`src/rtl/tpd_pkg.sv`:
```
package tpd_pkg;

  // Pairing state of the phase counter
  typedef enum logic [2:0] {
    PH_IDLE    = 3'd0,  // no tick outstanding
    PH_WR_LEAD = 3'd1,  // write tick seen, waiting for read tick
    PH_RD_LEAD = 3'd2,  // read tick seen, waiting for write tick
    PH_SKIP_WR = 3'd3,  // write-led sample clamped, discard late read tick
    PH_SKIP_RD = 3'd4   // read-led sample clamped, discard late write tick
  } ph_state_e;

endpackage

```
`src/rtl/tpd_edge_sync.sv`:
```
module tpd_edge_sync #(
  parameter int STAGES = 2
) (
  input  logic clk,
  input  logic rst_n,
  input  logic async_i,
  output logic rise_o
);

  logic [STAGES-1:0] sync_q;
  logic [STAGES-1:0] sync_d;
  logic              last_q;

  always_comb begin
    sync_d = {sync_q[STAGES-2:0], async_i};
  end

  always_ff @(posedge clk or negedge rst_n) begin
    if (!rst_n) begin
      sync_q <= '0;
      last_q <= 1'b0;
    end else begin
      sync_q <= sync_d;
      last_q <= sync_q[STAGES-1];
    end
  end

  assign rise_o = sync_q[STAGES-1] & ~last_q;

endmodule

```
`src/rtl/tpd_tick_div.sv`:
```
module tpd_tick_div #(
  parameter int DIV_W = 8
) (
  input  logic             clk,
  input  logic             rst_n,
  input  logic             hold_i,
  input  logic             pulse_i,
  input  logic [DIV_W-1:0] base_i,
  input  logic [DIV_W-1:0] group_i,
  output logic             tick_o
);

  localparam logic [DIV_W-1:0] ONE   = DIV_W'(1);
  localparam logic [DIV_W:0]   ONE_X = (DIV_W+1)'(1);

  logic [DIV_W-1:0] cnt_q, cnt_d;
  logic [DIV_W-1:0] pkt_q, pkt_d;
  logic             tick_q, tick_d;
  logic             grp_last;
  logic [DIV_W:0]   span;
  logic [DIV_W:0]   cnt_inc;
  logic             last;
  logic             adv;

  always_comb begin
    grp_last = (group_i != '0) && (pkt_q == group_i - ONE);
    span     = {1'b0, base_i} + {{DIV_W{1'b0}}, grp_last};
    cnt_inc  = {1'b0, cnt_q} + ONE_X;
    last     = (cnt_inc >= span);
    adv      = pulse_i & last & ~hold_i;

    cnt_d  = cnt_q;
    pkt_d  = pkt_q;
    tick_d = adv;
    if (hold_i) begin
      cnt_d = '0;
      pkt_d = '0;
    end else if (pulse_i) begin
      if (last) begin
        cnt_d = '0;
        pkt_d = (grp_last || (group_i == '0)) ? '0 : pkt_q + ONE;
      end else begin
        cnt_d = cnt_q + ONE;
      end
    end
  end

  always_ff @(posedge clk or negedge rst_n) begin
    if (!rst_n) begin
      cnt_q  <= '0;
      pkt_q  <= '0;
      tick_q <= 1'b0;
    end else begin
      cnt_q  <= cnt_d;
      pkt_q  <= pkt_d;
      tick_q <= tick_d;
    end
  end

  assign tick_o = tick_q;

endmodule

```
`src/rtl/tpd_phase_cnt.sv`:
```
module tpd_phase_cnt
  import tpd_pkg::*;
#(
  parameter int ERR_W = 16
) (
  input  logic                    clk,
  input  logic                    rst_n,
  input  logic                    wr_tick_i,
  input  logic                    rd_tick_i,
  output logic signed [ERR_W-1:0] err_o,
  output logic                    err_valid_o,
  output logic                    err_ovf_o
);

  localparam logic [ERR_W-1:0] LIMIT = {1'b0, {(ERR_W-1){1'b1}}};
  localparam logic [ERR_W-1:0] ONE_E = ERR_W'(1);

  ph_state_e               st_q, st_d;
  logic [ERR_W-1:0]        cnt_q, cnt_d;
  logic                    meas_vld_q, meas_vld_d;
  logic                    meas_ovf_q, meas_ovf_d;
  logic signed [ERR_W-1:0] meas_q, meas_d;
  logic signed [ERR_W-1:0] err_q;
  logic                    vld_q, ovf_q;

  // Pairing and counting
  always_comb begin
    st_d       = st_q;
    cnt_d      = cnt_q;
    meas_vld_d = 1'b0;
    meas_ovf_d = 1'b0;
    meas_d     = meas_q;
    unique case (st_q)
      PH_IDLE: begin
        if (wr_tick_i && rd_tick_i) begin
          meas_vld_d = 1'b1;
          meas_d     = '0;
        end else if (wr_tick_i) begin
          st_d  = PH_WR_LEAD;
          cnt_d = ONE_E;
        end else if (rd_tick_i) begin
          st_d  = PH_RD_LEAD;
          cnt_d = ONE_E;
        end
      end
      PH_WR_LEAD: begin
        if (rd_tick_i) begin
          meas_vld_d = 1'b1;
          meas_d     = $signed(cnt_q);
          st_d       = PH_IDLE;
        end else if (cnt_q == LIMIT) begin
          meas_vld_d = 1'b1;
          meas_ovf_d = 1'b1;
          meas_d     = $signed(LIMIT);
          st_d       = PH_SKIP_WR;
        end else begin
          cnt_d = cnt_q + ONE_E;
        end
      end
      PH_RD_LEAD: begin
        if (wr_tick_i) begin
          meas_vld_d = 1'b1;
          meas_d     = -$signed(cnt_q);
          st_d       = PH_IDLE;
        end else if (cnt_q == LIMIT) begin
          meas_vld_d = 1'b1;
          meas_ovf_d = 1'b1;
          meas_d     = -$signed(LIMIT);
          st_d       = PH_SKIP_RD;
        end else begin
          cnt_d = cnt_q + ONE_E;
        end
      end
      PH_SKIP_WR: begin
        if (rd_tick_i) begin
          st_d = PH_IDLE;
        end else if (wr_tick_i) begin
          st_d  = PH_WR_LEAD;
          cnt_d = ONE_E;
        end
      end
      PH_SKIP_RD: begin
        if (wr_tick_i) begin
          st_d = PH_IDLE;
        end else if (rd_tick_i) begin
          st_d  = PH_RD_LEAD;
          cnt_d = ONE_E;
        end
      end
      default: st_d = PH_IDLE;
    endcase
  end

  always_ff @(posedge clk or negedge rst_n) begin
    if (!rst_n) begin
      st_q       <= PH_IDLE;
      cnt_q      <= '0;
      meas_vld_q <= 1'b0;
      meas_ovf_q <= 1'b0;
    end else begin
      st_q       <= st_d;
      cnt_q      <= cnt_d;
      meas_vld_q <= meas_vld_d;
      meas_ovf_q <= meas_ovf_d;
    end
  end

  // Measurement register, loaded only when a sample is formed
  always_ff @(posedge clk or negedge rst_n) begin
    if (!rst_n) begin
      meas_q <= '0;
    end else if (meas_vld_d) begin
      meas_q <= meas_d;
    end
  end

  // Output stage
  always_ff @(posedge clk or negedge rst_n) begin
    if (!rst_n) begin
      err_q <= '0;
      vld_q <= 1'b0;
      ovf_q <= 1'b0;
    end else begin
      if (meas_vld_q) begin
        err_q <= meas_q;
      end
      vld_q <= meas_vld_q;
      ovf_q <= meas_vld_q & meas_ovf_q;
    end
  end

  assign err_o       = err_q;
  assign err_valid_o = vld_q;
  assign err_ovf_o   = ovf_q;

endmodule

```
`src/rtl/tick_phase_detector.sv`:
```
module tick_phase_detector
  import tpd_pkg::*;
#(
  parameter int DIV_W       = 8,
  parameter int ERR_W       = 16,
  parameter int SYNC_STAGES = 2
) (
  input  logic                    clk,
  input  logic                    rst_n,
  input  logic                    wr_strobe_i,
  input  logic                    rd_clk_i,
  input  logic [DIV_W-1:0]        wr_base_i,
  input  logic [DIV_W-1:0]        wr_group_i,
  input  logic [DIV_W-1:0]        rd_div_i,
  output logic signed [ERR_W-1:0] err_o,
  output logic                    err_valid_o,
  output logic                    err_ovf_o
);

  localparam int NUM_CH = 2;  // channel 0: write strobe, channel 1: read clock

  // Reset: asserted asynchronously, released on the clock
  logic [1:0] rst_pipe_q;
  logic       srst_n;

  always_ff @(posedge clk or negedge rst_n) begin
    if (!rst_n) begin
      rst_pipe_q <= 2'b00;
    end else begin
      rst_pipe_q <= {rst_pipe_q[0], 1'b1};
    end
  end
  assign srst_n = rst_pipe_q[1];

  // Input synchronization and edge detection
  logic [NUM_CH-1:0] raw_in;
  logic [NUM_CH-1:0] rise;
  assign raw_in = {rd_clk_i, wr_strobe_i};

  generate
    for (genvar ch = 0; ch < NUM_CH; ch++) begin : g_sync
      tpd_edge_sync #(
        .STAGES (SYNC_STAGES)
      ) u_sync (
        .clk     (clk),
        .rst_n   (srst_n),
        .async_i (raw_in[ch]),
        .rise_o  (rise[ch])
      );
    end
  endgenerate

  // Arming: the read side starts with the first completed packet
  logic armed_q, armed_d;
  logic wr_tick, rd_tick, wr_tick_m;

  always_comb begin
    armed_d = armed_q | wr_tick;
  end

  always_ff @(posedge clk or negedge srst_n) begin
    if (!srst_n) begin
      armed_q <= 1'b0;
    end else begin
      armed_q <= armed_d;
    end
  end

  assign wr_tick_m = wr_tick & armed_q;

  tpd_tick_div #(
    .DIV_W (DIV_W)
  ) u_wr_div (
    .clk     (clk),
    .rst_n   (srst_n),
    .hold_i  (1'b0),
    .pulse_i (rise[0]),
    .base_i  (wr_base_i),
    .group_i (wr_group_i),
    .tick_o  (wr_tick)
  );

  tpd_tick_div #(
    .DIV_W (DIV_W)
  ) u_rd_div (
    .clk     (clk),
    .rst_n   (srst_n),
    .hold_i  (~armed_q),
    .pulse_i (rise[1]),
    .base_i  (rd_div_i),
    .group_i ('0),
    .tick_o  (rd_tick)
  );

  tpd_phase_cnt #(
    .ERR_W (ERR_W)
  ) u_phase (
    .clk         (clk),
    .rst_n       (srst_n),
    .wr_tick_i   (wr_tick_m),
    .rd_tick_i   (rd_tick),
    .err_o       (err_o),
    .err_valid_o (err_valid_o),
    .err_ovf_o   (err_ovf_o)
  );

endmodule

```
`config.mk`:
```
export PLATFORM = sky130hd
export DESIGN_NAME = tick_phase_detector
export DESIGN_NICKNAME = d
export VERILOG_FILES = /design/src/rtl/tpd_pkg.sv /design/src/rtl/tpd_edge_sync.sv /design/src/rtl/tpd_tick_div.sv /design/src/rtl/tpd_phase_cnt.sv /design/src/rtl/tick_phase_detector.sv
export SDC_FILE = /design/constraint.sdc
export NUM_CORES = 1
export LEC_CHECK = 0
export ABC_AREA = 1
export ABC_CLOCK_PERIOD_IN_PS = 3900
export BUFFER_PORTS_ARGS = -buffer_cell sky130_fd_sc_hd__buf_4
export CAP_MARGIN = 25
export CORE_MARGIN = 5
export CORE_UTILIZATION = 38
export DETAILED_ROUTE_END_ITERATION = 10
export MAX_ROUTING_LAYER = met4
export PLACE_DENSITY = 0.6
export SLEW_MARGIN = 20
export SYNTH_ARGS = -nofsm -noshare
export SYNTH_HDL_FRONTEND = slang
export SYNTH_SLANG_ARGS = --single-unit
```
`constraint.sdc`:
```
create_clock -name clk -period 3.9 [get_ports clk]
set_input_delay 0 -clock clk [delete_from_list [all_inputs] [get_ports clk]]
set_output_delay 0 -clock clk [all_outputs]
set_load 0.05 [all_outputs]
```
=== Yosys cells after proc, flatten, opt, wreduce, memory -nomap -nowiden ===
Cells that the tools add are included.

* Latch bits: 0
* Bits in read-only memories: 0
* Flip-flop bits (word level): 90
* Memory bits (writable): 0
* Logic and storage cells: 109
* Output and inout bits: 18
* Memories: 0

* Multipliers: 0
* Divide/modulo/power cells: 0
* Bitwise logic cells: 10
* Add/subtract/negate cells: 9
* Equality and inequality tests: 17
* $lt $le $gt $ge: 2
* Shift-type cells: 0
* Mux-type cells: 40
* Reduce and logical (&&, ||, !) cells: 12

{| class="wikitable"
|+ Operators by type and width
! kind !! number
|-
| $mux 16 || 14
|-
| $pmux 16 s5 || 1
|-
| $pmux 16 s3 || 1
|-
| $mux 8 || 5
|-
| $mux 3 || 10
|-
| $add 8x1->8 const B || 3
|-
| $add 8x1->9 const B || 2
|-
| $add 16x1->16 const B || 1
|-
| $eq 16x15->1 const B || 1
|-
| $neg 16->16 || 1
|-
| $pmux 3 s5 || 1
|-
| $ne 2x2->1 const B || 5
|-
| $add 8x1->9 || 1
|-
| $ge 9x8->1 || 1
|-
| $ge 9x9->1 || 1
|-
| $ne 3x1->1 const B || 3
|-
| $eq 8x8->1 || 1
|-
| $logic_not 8->1 || 1
|-
| $reduce_bool 8->1 || 1
|-
| $sub 8x1->8 const B || 1
|-
| $and 1x1->1 || 7
|-
| $reduce_and 7->1 || 1
|-
| $eq 3x2->1 const B || 2
|-
| $mux 1 || 6
|-
| other kinds (15) || 19
|}

=== Logic depth before layout (Yosys ltp) ===
* Depth in word-level cells: 6
* Mapped depth: 27
* Gate-level depth less buffers: 27

=== Cells and area by module ===
A second synthesis with hierarchy kept.

* Cells, all modules: 1011
* Area total of the unflattened synthesis: 7333.3 µm²

{| class="wikitable"
|+ Modules (own cells, without submodules)
! module !! area an instance (µm²) !! cells each !! seq. area each (µm²) !! instances
|-
| tpd_phase_cnt || 3723.6 || 509 || 1376.3 || 1
|-
| tpd_tick_div || 1669.1 || 241 || 425.4 || 2
|-
| tpd_edge_sync || 85.1 || 5 || 75.1 || 2
|-
| tick_phase_detector || 101.3 || 10 || 75.1 || 1
|}

=== Worst setup path before layout ===
OpenSTA, ideal clock, no wires.

* Kind: flip-flop to flip-flop
* From: register u_wr_div.pkt_q[6]
* To: register u_wr_div.pkt_q[0]
* Clock period less this slack: 3.248 ns
* Setup time: 0.119 ns
* Slack: 0.652 ns
* Data arrival time: 3.129 ns
* Stages on the path, launching flop included: 25
* Cell sequence: dfrtp_1 -> clkbuf_1 -> xor2_1 -> nand2_1 -> nand2_1 -> inv_1 -> nor2_1 -> nand3_1 -> nor2_1 -> ha_1 -> nand3_1 -> nor2_1 -> nand3_1 -> xnor2_1 -> inv_1 -> ha_1 -> nand2_1 -> nor2_1 -> nand2_1 -> nor2_1 -> nor2_1 -> a21oi_2 -> inv_1 -> nand2_1 -> nand2_1

* Word-level cells in the longest chain between the ends: 5
* Elaborated cells between the ends (all ways): 7
* Classes of those cells: add/sub (1); order compare (1); eq/ne (1); mux (1); reduce/logical (3)

{| class="wikitable"
|+ RTL lines
! what !! RTL line !! text
|-
| start, declared || tpd_tick_div.sv:17 || <nowiki>logic [DIV_W-1:0] pkt_q, pkt_d;</nowiki>
|-
| start signal, assigned || tpd_tick_div.sv:55 || <nowiki>pkt_q <= pkt_d;</nowiki>
|-
| $eq 8x8->1 * || tpd_tick_div.sv:26 || <nowiki>grp_last = (group_i != '0) && (pkt_q == group_i - ONE);</nowiki>
|-
| $logic_and 1x1->1 * || tpd_tick_div.sv:26 ||
|-
| $add 8x1->9 || tpd_tick_div.sv:27 || <nowiki>span = {1'b0, base_i} + {{DIV_W{1'b0}}, grp_last};</nowiki>
|-
| $ge 9x9->1 || tpd_tick_div.sv:29 || <nowiki>last = (cnt_inc >= span);</nowiki>
|-
| $reduce_and 2->1 (no line) || -- ||
|}

Every way passes the cells marked *; elsewhere a longest branch is shown, timed or not.
A chain may end at the register's enable or synchronous reset.

=== Worst setup path in the final report ===
* From: register u_wr_div.pkt_q[5]
* To: register u_wr_div.cnt_q[4]

* Word-level cells in the longest chain between the ends: 5

{| class="wikitable"
|+ RTL lines
! what !! RTL line !! text
|-
| $eq 8x8->1 || tpd_tick_div.sv:26 ||
|-
| $logic_and 1x1->1 || tpd_tick_div.sv:26 ||
|-
| $add 8x1->9 || tpd_tick_div.sv:27 ||
|-
| $ge 9x9->1 || tpd_tick_div.sv:29 ||
|-
| $mux 8 || tpd_tick_div.sv:39 || <nowiki>if (last) begin</nowiki>
|-
| end signal, assigned || tpd_tick_div.sv:54 || <nowiki>cnt_q <= cnt_d;</nowiki>
|-
| end, declared || tpd_tick_div.sv:16 || <nowiki>logic [DIV_W-1:0] cnt_q, cnt_d;</nowiki>
|}

No other way between the ends.

==> flow_summary.ini <==
[timing]
finalCritPeriodShare_pct = 84.7
grt_setup_unrepaired = false
tightest_slew_ns = 0.848
fin_tns_setup_ns = 0
final_max_slew_viol_count = 0
hold_viol = 0
finalClockSkew_ns = 0.00779
setup_viol = 0
setup_ws_ns = 0.597
fin_crit_ns = 3.30
slew_headroom_pct = 43.5
max_freq_ghz = 0.303

[critical_path]
startpoint = u_wr_div.pkt_q[5]$_DFFE_PN0P_
reg2regPathDepth = 21
crit_top_cell = nand2_1
cp_max_fo = 6
r2r_setup_slack_ns = 0.60
required_ns = 4.16
cp.arrival_ns = 3.56
endpoint = u_wr_div.cnt_q[4]$_DFFE_PN0P_
path_buf_inv = 1
crit_path_cell_trace = xor2_1 -> nand2_1 -> o21ai_0 -> nor2_1 -> nand3_1 -> nor2_1 -> ha_1 -> ha_1 -> nand2_1 -> nor2_1 -> nand2_1 -> xor2_1 -> ha_1 -> nand2_1 -> inv_1 -> nand3_1 -> nand2_1 -> nor2_1 -> and2_1 -> nand2_1 -> o21ai_0
endpoint_kind = flip-flop
cp_top_family = simple AND/OR/NAND/NOR gates
setup.worst_path.class = reg -> reg
regToRegStartpoint = u_wr_div.pkt_q[5]$_DFFE_PN0P_
slowest_stage = dfrtp_1
max_stage_delay_ns = 0.46
startpoint_type = flip-flop
crit_cells = 21
r2r_end = u_wr_div.cnt_q[4]$_DFFE_PN0P_

[pwr]
p_leak_nw = 3.50
power.density_nw_per_um2 = 551
finalPower_mw = 3.79
peakVddDrop_mv = 0.317

[synthesis]
synth_cells = 823
synth_async_sr_flop_share_pct = 100
synth_cell_types = 44
yosysWarnings = 0
synthesis.area_sq_um = 6050
synth_ff_type = dfrtp_1
synth_edf_count = 0
syn_nets = 877
synth-seq-area-share_pct = 37.2
syn-mean-instance-area_sq_um = 7.36
ys_ff_latch = 90

[placement]
portBuffers = 45
pre_cts_ws_ns = 0.588
place_area_sq_um = 6550
dpl.hpwl_um = 10400
gp_congestion = 0.926

[clock_tree]
cts_tree = done
clock-root-buffer = clkbuf_16
postCtsSetupBuffers = 0
clk_pin_slew_ns = 0.07
cts_max_level = 3
cts-buffers-inserted = 9
numClockSinks = 90
worstSkewPairLatency_ns = 0.35
clockBufferDepth = 2

[min_path]
min_path_type = in -> reg
min-delay-start = rd_clk_i

[final_layout]
final_cell_mix = 203 x nand2_1, 100 x inv_1, 89 x dfrtp_1
fin_area_sq_um = 6880
nFillCells = 1674
area_delta_synth_final_pct = 13.7
layout-drive-gt1-share_pct = 13.1
final_common_cell = nand2_1
final_nets = 916
utilization_pct = 43.6
diodes = 0

[detailed_routing]
vias_per_cell = 4.88
ant_nets = 0
vias = 5287
drt_pass1_iterations = 5
drcViolationCount = 0
drtIter0Drc = 324
detail_route.wl_per_cell_um = 13.0
drt_wl_total_um = 14100

[die]
die_w_um = 136
die_h_um = 136
fp.coreArea_sq_um = 15800
die_area_sq_um = 18600
row_count = 46
initial_core_util_pct = 38.4
io-pin-count = 46

[global_routing]
grt_pass1_vias = 4982
grt_pass1_wl_um = 24600
antenna_found_initial = 0
grt_remaining_overflow = 0
grt_max_degree = 59
grtUsageTotal_pct = 16.7

[job]
maxCapViolations = 0

[run_status]
status = complete, no violations
## flip-flops by register name, summed over array words and instances (netlist names)
register / count
u_phase.err_valid_o: 1
rst_pipe_q: 2
g_sync.u_sync.last_q: 2
u_wr_div.pkt_q: 8
u_phase.meas_ovf_q: 1
u_phase.meas_q: 16
armed_q: 1
u_rd_div.tick_o: 1
u_wr_div.cnt_q: 8
u_phase.cnt_q: 16
g_sync.u_sync.sync_q: 4
u_phase.st_q: 3
u_rd_div.cnt_q: 8
u_phase.meas_vld_q: 1
u_wr_div.tick_o: 1
u_phase.err_o: 16
u_phase.err_ovf_o: 1
## kinds of logic (layout without fill, tap and decap cells)
| logic type | Yosys count | count (layout) | synth area share, % |
|---|---|---|---|
| other cells | 1 | 1 | 0.0619 |
| xor+xnor | 30 | 30 | 4.34 |
| fa+ha+maj | 26 | 26 | 5.37 |
| compound gates | 96 | 96 | 9.65 |
| flops | 90 | 90 | 37.2 |
| mux | 14 | 14 | 2.60 |
| simple gates | 433 | 433 | 31.5 |
| buf+inv | 133 | 177 | 9.30 |
## layout make-up
class	count	area [sq um]	area share [%]
flip-flops and latches	90	2260	32.8
clock inverters	6	50.0	0.727
multi-input cells	600	3240	47.1
clock buffers	10	239	3.47
repair buffers	56	430	6.26
well taps	216	270	3.93
inverters	105	397	5.76
## timing repair
action                                 CTS  global route
endpoints found under the hold margin    4             0
hold buffers                             4             0
gates resized for setup                  0             0
## per-layer routing
layer  part of all wire [%]  GRT usage, %
met1                     50          24.0
met2                     45          24.3
met3                    4.2          3.03
met4                   0.84          4.09
met5                      0             -
## synth_stat cells (2+ instances only)
| cell | instances | area share, % |
|---|---|---|
| a21oi_1 | 15 | 1.2 |
| and2_1 | 2 | 0.21 |
| buf_2 | 7 | 0.58 |
| buf_4 | 3 | 0.37 |
| buf_6 | 4 | 0.74 |
| clkbuf_1 | 12 | 0.74 |
| dfrtp_1 | 90 | 37 |
| ha_1 | 26 | 5.4 |
| inv_1 | 100 | 6.2 |
| inv_2 | 3 | 0.19 |
| mux2_2 | 14 | 2.6 |
| nand2_1 | 203 | 13 |
| nand2_2 | 5 | 0.52 |
| nand3_1 | 86 | 7.1 |
| nand3_2 | 2 | 0.33 |
| nand4_1 | 32 | 3.3 |
| nor2_1 | 79 | 4.9 |
| nor2_2 | 4 | 0.41 |
| nor3_1 | 11 | 0.91 |
| nor3_2 | 2 | 0.33 |
| nor4_1 | 2 | 0.21 |
| o211ai_1 | 6 | 0.74 |
| o21a_1 | 2 | 0.25 |
| o21ai_0 | 40 | 3.3 |
| o21ai_1 | 4 | 0.33 |
| o21ai_2 | 11 | 1.6 |
| o21bai_1 | 9 | 1.1 |
| o22ai_1 | 5 | 0.52 |
| xnor2_1 | 8 | 1.2 |
| xor2_1 | 22 | 3.2 |
## where the power goes
group	internal (mW)	switching [mW]	leakage [nW]
Clock	0.457	0.379	0.141
Sequential	1.13	0.217	1.17
Combinational	0.556	1.06	2.19
Total	2.14	1.65	3.50
## stage by stage
step | hold WS, ns | cells
2_1_floorplan | -0.296 | 823
4_1_cts | 0.298 | 1083
5_1_grt | 0.314 | 1083
6_report | 0.312 | 1083
3_3_place_gp | -0.216 | 1063
3_5_place_dp | -0.216 | 1063
## worst min path at each step
stage                                                 to  cells after the start  slack (ns)
finish              g_sync[1].u_sync.sync_q[0]$_DFF_PN0_                      2        0.31
detailed placement               rst_pipe_q[0]$_DFF_PN0_                      1       -0.22
floorplan                        rst_pipe_q[0]$_DFF_PN0_                      0       -0.30
CTS                 g_sync[1].u_sync.sync_q[0]$_DFF_PN0_                      2        0.30
global placement                 rst_pipe_q[0]$_DFF_PN0_                      1       -0.22
global route        g_sync[1].u_sync.sync_q[0]$_DFF_PN0_                      2        0.31
Note: power is estimated with default switching activity, not from simulation.
